$ cat src/rtl/hc_pkg.sv
`timescale 1ns/1ps
package hc_pkg;
    localparam int NCAUSE = 4;

    localparam logic [7:0] OP_RD_SEL    = 8'h31;
    localparam logic [7:0] OP_SET_SEL   = 8'h32;
    localparam logic [7:0] OP_SET_CAUSE = 8'h33;
    localparam logic [7:0] OP_RD_CAUSE  = 8'h34;
    localparam logic [7:0] OP_CLR_HALT  = 8'h35;
    localparam logic [7:0] OP_RD_HALT   = 8'h36;
    localparam logic [7:0] OP_RD_CORE   = 8'h41;
    localparam logic [7:0] OP_SET_CORE  = 8'h42;
    localparam logic [7:0] OP_RD_CNT_LO = 8'h43;
    localparam logic [7:0] OP_RD_CNT_HI = 8'h44;

    typedef enum logic [1:0] {
        S_RUN   = 2'd0,
        S_SEIZE = 2'd1,
        S_HELD  = 2'd2
    } hstate_e;
endpackage

$ cat src/rtl/hc_cmd_regs.sv
`timescale 1ns/1ps
module hc_cmd_regs
    import hc_pkg::*;
#(
    parameter int NCORES = 4,
    parameter int DW     = 32,
    parameter int PW     = 16
) (
    input  logic                 clk,
    input  logic                 rst_n,
    input  logic                 cmd_valid,
    input  logic [7:0]           cmd_code,
    input  logic [PW-1:0]        cmd_param,
    input  logic [DW-1:0]        cmd_data,
    input  logic [NCORES-1:0]    halt_req,
    input  logic [DW-1:0]        cnt_lo,
    input  logic [DW-1:0]        cnt_hi_snap,
    output logic [NCORES-1:0]    sel_mask,
    output logic [NCAUSE-1:0]    cause_en,
    output logic [NCORES-1:0]    core_mask,
    output logic                 clr_valid,
    output logic [NCORES-1:0]    clr_mask,
    output logic                 snap_lo,
    output logic [DW-1:0]        rdback
);
    logic [NCORES-1:0] sel_q, core_q;
    logic [NCAUSE-1:0] en_q;
    logic [DW-1:0]     rd_q, rd_val;
    logic              known;
    logic              unused_bits;

    assign unused_bits = ^{cmd_param[PW-1:NCAUSE], cmd_data[DW-1:NCORES]};

    always_comb begin
        rd_val = '0;
        known  = 1'b1;
        case (cmd_code)
            OP_RD_SEL:    rd_val = DW'(sel_q);
            OP_RD_CAUSE:  rd_val = DW'(en_q);
            OP_RD_HALT:   rd_val = DW'(halt_req);
            OP_RD_CORE:   rd_val = DW'(core_q);
            OP_RD_CNT_LO: rd_val = cnt_lo;
            OP_RD_CNT_HI: rd_val = cnt_hi_snap;
            OP_SET_SEL, OP_SET_CAUSE, OP_CLR_HALT, OP_SET_CORE: rd_val = '0;
            default:      known = 1'b0;
        endcase
    end

    always_ff @(posedge clk) begin
        if (!rst_n) begin
            sel_q  <= '0;
            en_q   <= '0;
            core_q <= '0;
            rd_q   <= '0;
        end else if (cmd_valid) begin
            rd_q <= rd_val;
            case (cmd_code)
                OP_SET_SEL: sel_q <= cmd_data[NCORES-1:0];
                OP_SET_CAUSE: begin
                    en_q  <= cmd_param[NCAUSE-1:0];
                    sel_q <= cmd_data[NCORES-1:0];
                end
                OP_SET_CORE: core_q <= cmd_data[NCORES-1:0];
                default: ;
            endcase
        end
    end

    assign sel_mask  = sel_q;
    assign cause_en  = en_q;
    assign core_mask = core_q;
    assign rdback    = rd_q;
    assign clr_valid = cmd_valid && (cmd_code == OP_CLR_HALT);
    assign clr_mask  = cmd_data[NCORES-1:0];
    assign snap_lo   = cmd_valid && (cmd_code == OP_RD_CNT_LO);

    p_unknown_r10: assert property (@(posedge clk) disable iff (!rst_n)
        (cmd_valid && !known) |=> ($stable(sel_q) && $stable(en_q) &&
                                   $stable(core_q) && rd_q == '0));

    p_core_write_r7: assert property (@(posedge clk) disable iff (!rst_n)
        (cmd_valid && cmd_code == OP_SET_CORE) |=> core_q == $past(cmd_data[NCORES-1:0]));

    p_cause_write_r3: assert property (@(posedge clk) disable iff (!rst_n)
        (cmd_valid && cmd_code == OP_SET_CAUSE) |=> en_q == $past(cmd_param[NCAUSE-1:0]));
endmodule

$ cat src/rtl/hc_halt_fsm.sv
`timescale 1ns/1ps
module hc_halt_fsm
    import hc_pkg::*;
#(
    parameter int NCORES = 4
) (
    input  logic                     clk,
    input  logic                     rst_n,
    input  logic [NCORES-1:0]        sel_mask,
    input  logic [NCAUSE-1:0]        cause_en,
    input  logic [NCORES*NCAUSE-1:0] halt_cause,
    input  logic                     clr_valid,
    input  logic [NCORES-1:0]        clr_mask,
    output logic [NCORES-1:0]        halt_req
);
    hstate_e           st, nxt;
    logic [NCORES-1:0] tgt, tgt_n, core_hit, clr, grow;
    logic              trig;

    for (genvar i = 0; i < NCORES; i++) begin : g_hit
        assign core_hit[i] = |(halt_cause[NCAUSE*i +: NCAUSE] & cause_en);
    end

    assign trig = |(core_hit & sel_mask);

    always_comb begin
        clr   = clr_valid ? clr_mask : '0;
        grow  = trig ? sel_mask : '0;
        nxt   = st;
        tgt_n = tgt;
        unique case (st)
            S_RUN: begin
                if (trig) begin
                    nxt   = S_SEIZE;
                    tgt_n = sel_mask;
                end
            end
            S_SEIZE: begin
                nxt   = S_HELD;
                tgt_n = tgt | grow;
            end
            S_HELD: begin
                tgt_n = (tgt & ~clr) | grow;
                if (tgt_n == '0) nxt = S_RUN;
            end
            default: begin
                nxt   = S_RUN;
                tgt_n = '0;
            end
        endcase
    end

    always_ff @(posedge clk) begin
        if (!rst_n) st <= S_RUN;
        else        st <= nxt;
    end

    always_ff @(posedge clk) begin
        if (!rst_n) tgt <= '0;
        else        tgt <= tgt_n;
    end

    assign halt_req = tgt;

    p_trigger_r4: assert property (@(posedge clk) disable iff (!rst_n)
        (st == S_RUN && trig) |=> halt_req == $past(sel_mask));

    p_no_hit_r5: assert property (@(posedge clk) disable iff (!rst_n)
        (st == S_RUN && !trig) |=> st == S_RUN);

    p_run_quiet_r6: assert property (@(posedge clk) disable iff (!rst_n)
        st == S_RUN |-> halt_req == '0);

    p_seize_settles_r6: assert property (@(posedge clk) disable iff (!rst_n)
        st == S_SEIZE |=> st == S_HELD);

    p_hold_r6: assert property (@(posedge clk) disable iff (!rst_n)
        (st != S_RUN && !clr_valid && !trig) |=> $stable(halt_req));
endmodule

$ cat src/rtl/hc_gcounter.sv
`timescale 1ns/1ps
module hc_gcounter
    import hc_pkg::*;
#(
    parameter int NCORES = 4,
    parameter int DW     = 32
) (
    input  logic                     clk,
    input  logic                     rst_n,
    input  logic [NCORES-1:0]        core_mask,
    input  logic [NCORES-1:0]        halt_req,
    input  logic [NCORES*NCAUSE-1:0] halt_cause,
    input  logic                     snap_lo,
    output logic                     run,
    output logic [DW-1:0]            cnt_lo,
    output logic [DW-1:0]            cnt_hi_snap
);
    localparam int CNT_W = 2 * DW;

    logic [CNT_W-1:0]  cnt_q;
    logic [DW-1:0]     hi_q;
    logic [NCORES-1:0] halted;

    for (genvar i = 0; i < NCORES; i++) begin : g_halted
        assign halted[i] = halt_req[i] | (|halt_cause[NCAUSE*i +: NCAUSE]);
    end

    assign run = ~|(core_mask & halted);

    always_ff @(posedge clk) begin
        if (!rst_n) begin
            cnt_q <= '0;
            hi_q  <= '0;
        end else begin
            if (run)     cnt_q <= cnt_q + CNT_W'(1);
            if (snap_lo) hi_q  <= cnt_q[CNT_W-1:DW];
        end
    end

    assign cnt_lo      = cnt_q[DW-1:0];
    assign cnt_hi_snap = hi_q;

    p_step_r8: assert property (@(posedge clk) disable iff (!rst_n)
        run |=> cnt_q == $past(cnt_q) + CNT_W'(1));

    p_freeze_r8: assert property (@(posedge clk) disable iff (!rst_n)
        !run |=> $stable(cnt_q));

    p_snap_r9: assert property (@(posedge clk) disable iff (!rst_n)
        snap_lo |=> hi_q == $past(cnt_q[CNT_W-1:DW]));
endmodule

$ cat src/rtl/dbg_halt_coord.sv
`timescale 1ns/1ps
module dbg_halt_coord
    import hc_pkg::*;
#(
    parameter int NCORES = 4,
    parameter int DW     = 32,
    parameter int PW     = 16
) (
    input  logic                     clk,
    input  logic                     rst_n,
    input  logic                     cmd_valid,
    input  logic [7:0]               cmd_code,
    input  logic [PW-1:0]            cmd_param,
    input  logic [DW-1:0]            cmd_data,
    input  logic [NCORES*NCAUSE-1:0] halt_cause,
    output logic [DW-1:0]            rdback,
    output logic [NCORES-1:0]        halt_req,
    output logic                     cnt_run
);
    logic [NCORES-1:0] sel_mask, core_mask, clr_mask;
    logic [NCAUSE-1:0] cause_en;
    logic              clr_valid, snap_lo;
    logic [DW-1:0]     cnt_lo, cnt_hi_snap;

    hc_cmd_regs #(.NCORES(NCORES), .DW(DW), .PW(PW)) u_regs (
        .clk(clk), .rst_n(rst_n),
        .cmd_valid(cmd_valid), .cmd_code(cmd_code),
        .cmd_param(cmd_param), .cmd_data(cmd_data),
        .halt_req(halt_req), .cnt_lo(cnt_lo), .cnt_hi_snap(cnt_hi_snap),
        .sel_mask(sel_mask), .cause_en(cause_en), .core_mask(core_mask),
        .clr_valid(clr_valid), .clr_mask(clr_mask), .snap_lo(snap_lo),
        .rdback(rdback)
    );

    hc_halt_fsm #(.NCORES(NCORES)) u_fsm (
        .clk(clk), .rst_n(rst_n),
        .sel_mask(sel_mask), .cause_en(cause_en), .halt_cause(halt_cause),
        .clr_valid(clr_valid), .clr_mask(clr_mask),
        .halt_req(halt_req)
    );

    hc_gcounter #(.NCORES(NCORES), .DW(DW)) u_cnt (
        .clk(clk), .rst_n(rst_n),
        .core_mask(core_mask), .halt_req(halt_req), .halt_cause(halt_cause),
        .snap_lo(snap_lo),
        .run(cnt_run), .cnt_lo(cnt_lo), .cnt_hi_snap(cnt_hi_snap)
    );
endmodule

$ cat config.mk
export PLATFORM = sky130hd
export DESIGN_NAME = dbg_halt_coord
export DESIGN_NICKNAME = d
export VERILOG_FILES = /design/src/rtl/hc_pkg.sv /design/src/rtl/hc_cmd_regs.sv /design/src/rtl/hc_halt_fsm.sv /design/src/rtl/hc_gcounter.sv /design/src/rtl/dbg_halt_coord.sv
export SDC_FILE = /design/constraint.sdc
export NUM_CORES = 1
export LEC_CHECK = 0
export BUFFER_PORTS_ARGS = -buffer_cell sky130_fd_sc_hd__buf_4
export CAP_MARGIN = 10
export CORE_MARGIN = 5
export CORE_UTILIZATION = 51
export CTS_CLUSTER_SIZE = 8
export DETAILED_ROUTE_END_ITERATION = 12
export GPL_ROUTABILITY_DRIVEN = 1
export PLACE_DENSITY = 0.81
export SETUP_SLACK_MARGIN = 0.2
export SYNTH_ARGS = -nofsm -noshare
export SYNTH_HDL_FRONTEND = slang
export SYNTH_SLANG_ARGS = --single-unit
$ cat constraint.sdc
create_clock -name clk -period 2.3 [get_ports clk]
set_clock_uncertainty 0.05 [all_clocks]
set_input_delay 0.115 -clock clk [delete_from_list [all_inputs] [get_ports clk]]
set_output_delay 0.115 -clock clk [all_outputs]
set_load 0.005 [all_outputs]
==> out/metrics.yaml <==
worst_setup_path:
  cp-start-kind: "flop"
  end_kind: "flop"
  critPathMaxFanout: 8
  critPathArrivalTime_ps: 2640
  critPathKind: "reg2reg"
  required_ps: 2610
die:
  start_util: 0.5250
  fp.dieW_um: 124.7
  num_rows: 41
  ios: 112
  die_h_um: 124.7
  core-area_um2: 12770
  dieArea_um2: 15540
sta:
  hold_viol_final: 0
  post-route-min-period_ps: 2321
  rsz0062_at_grt: "true"
  maxSlewViolCount: 0
  clock.fmax_ghz: 0.4309
  slew_headroom: 0.5181
  final-setup-viol-count: 3
  worstMarginPinSlew_ps: 720.9
  fin_crit_sh: 1.009
  layout_setup_ws_ps: -20.89
hold_path:
  hold_class: "in2reg"
yosys:
  synth_top_cell_by_area: "dfxtp_1"
  post-synth-top-area-fraction: 0.4358
  syn_area_per_cell_um2: 8.300
  async_flop_share: 0
  syn-cell-area_um2: 6706
  ys_ff_latch: 146
  syn_inst: 808
  yosysUniqueCellTypes: 55
  ys_seq_area_frac: 0.4358
  synth_ff_type: "dfxtp_1"
  syn_nets: 884
  ys.warnings.count: 0
  synth_area_leaders: "dfxtp_1, nand2_1, nor2_1, a21oi_1, a211oi_1"
  synth-edff-count: 0
power_and_ir_drop:
  p_leak_nw: 3.412
  power.density_nw_per_um2: 650.0
  vdd_ir_drop_max_mv: 0.7047
detailed_routing:
  drt_first_iter_violations: 771
  m1WireLength_um: 8963
  dr_wl_met2_um: 10390
  maxUsedRoutingLayer: "met4"
  drc_errors: 0
  wl_per_cell_um: 19.37
  dr.pass1.iters: 6
  ant_nets: 0
  wirelength_um: 22030
  wl_met3_um: 1789
  route.vias.total: 7103
  avgViaCountPerCell: 6.247
clock_network:
  cts_num_sinks: 146
  numCtsBuffers: 17
  cts_tree: "yes"
  htreeDepth: 4
  root_buffer: "clkbuf_16"
  clock_path_buffers: 2
  clock_latency_ps: 430
  path_clk_slew_ps: 60
global_route:
  grt_pass1_wl_um: 31830
  antenna_found_initial: 0
  grt_start_max_net_pins: 91
  track_usage: 0.2482
  grt-ovfl-total: 0
  grt_pass1_vias: 6427
placement:
  pre_cts_slack_ps: -32.06
  portBuffers: 71
  place_area_um2: 7931
  place.gp.congestion: 0.8872
  placed_cells: 1081
  hpwl_um: 12600
final_layout:
  fin_nets: 1029
  areaGrowthSynthToFinish_pct: 39.16
  antenna_cells: 0
  instances_no_fill: 1137
  fillers: 826
  drive_gt1_frac: 0.3098
  fin_area_um2: 9333
status:
  status: "complete, but fails checks"
  violations: "setup timing"
run:
  drv_cap: 0
==> Yosys cell counts, types with 3 or more instances <==
cell and n:
a211oi_1 32, a21oi_1 62, a222oi_1 3, a22o_1 11, a22oi_1 31, a31oi_1 4
and2_1 5, and3_1 12, and4_1 5, buf_1 3, buf_2 10, clkbuf_1 38
dfxtp_1 146, inv_1 10, mux2_2 3, mux2i_1 14, nand2_1 109, nand2b_1 5
nand3_1 28, nand4_1 34, nand4_2 4, nor2_1 85, nor3_1 11, nor4_1 11
nor4bb_1 3, o21a_1 5, o21ai_0 25, o21ai_1 4, o31ai_1 7, or3_1 15
or4_1 12, xnor2_1 12, xor2_1 21
==> registers in the layout, indices dropped and copies added, names as in the netlist <==
register / cells
u_fsm.halt_req: 4
u_fsm.st: 2
u_regs.rdback: 32
u_cnt.cnt_hi_snap: 32
u_regs.sel_mask: 4
u_regs.cause_en: 4
u_cnt.cnt_q: 64
u_regs.core_mask: 4
==> per-layer routing <==
layer	GRT usage	vias up
met5	0	-
met4	0.09413	0
met3	0.06818	93
met2	0.3909	406
met1	0.3249	3368
li1	-	3236
==> repair_timing <==
item	in CTS	in global routing
endpoints found under the hold margin	12	0
hold buffers	8	0
pin swaps	11	27
resized for setup	29	80
setup buffers	9	8
setup endpoints to repair	42	54
==> critical path, cell delays in order, from the launching register on <==
cell and delay, ps:
dfxtp_1 340, nand4_1 220, buf_4 240, nor2_1 170, and3_1 420, nand3_4 210
or4_4 460, a21oi_2 140
==> area by class of cell <==
class | instances | area, um2 | share of cell area
Inverter | 11 | 45.04 | 0.004826
Tap cell | 172 | 215.2 | 0.02306
Clock buffer | 23 | 488.0 | 0.05229
Multi-Input combinational cell | 598 | 3973 | 0.4257
Timing Repair Buffer | 179 | 1458 | 0.1562
Sequential cell | 146 | 2957 | 0.3168
Clock inverter | 8 | 197.7 | 0.02118
==> power by group <==
part           total (mW)  internal, mW  switching [mW]  leakage [nW]
combinational       0.283         0.129           0.154          1.89
clock                3.20          2.15            1.05         0.334
sequential           2.58          2.56          0.0245          1.19
total                6.07          4.83            1.23          3.41
==> logic make-up after synthesis <==
logic type	count (synthesis)	synth area share
AND/OR/NAND/NOR	354	0.2696
AO/OA/AOI/OAI	193	0.1853
flip-flops	146	0.4358
buffers and inverters	64	0.03843
XOR/XNOR	33	0.04310
multiplexers	17	0.02593
adder cells (fa/ha/maj)	1	0.001865
==> cells in the final DEF, fill, tap and decap left out, types with 5 or more instances in the layout <==
cell           count
o21ai_0           23
clkbuf_16         17
nand2_1          107
or4_4             11
nor2_1            83
a211oi_1          32
dfxtp_1          125
or3_4              5
nor3_2             6
mux2i_1           14
nor4_4             7
and3_1            12
a22oi_1           31
or3_1             10
buf_4            154
nand2b_1           5
xnor2_1           11
a21oi_2           10
inv_1              9
o31ai_1            5
dfxtp_2           18
a22o_1            11
buf_6             13
and2_1             5
nand4_4            5
a21oi_1           52
bufinv_16          6
o21a_1             5
dlygate4sd3_1      8
xor2_1            21
nand3_1           24
nand4_1           34
==> through the flow <==
step	setup TNS, ps	util	hold WS [ps]	power (mW)
2_1_floorplan	0	-	201.0	2.751
5_1_grt	-219.9	0.7306	40.88	6.218
3_3_place_gp	-30.49	0.6209	293.1	2.883
4_1_cts	0	0.6977	31.74	6.065
6_report	-41.33	0.7306	54.21	6.066
3_5_place_dp	-58.47	0.6209	308.9	2.887
==> final timing paths <==
check	startpoint	to	slack (ps)	cells past startpoint
setup / recovery	u_cnt.cnt_q[3]	u_cnt.cnt_q[54]	-20	7
hold / removal	rst_n	u_cnt.cnt_q[14]	50	2
setup reg to reg	u_cnt.cnt_q[3]	u_cnt.cnt_q[54]	-20	7
hold reg to reg	u_cnt.cnt_hi_snap[11]	u_cnt.cnt_hi_snap[11]	400	2
No activity file was read; power rests on OpenSTA's default activity.
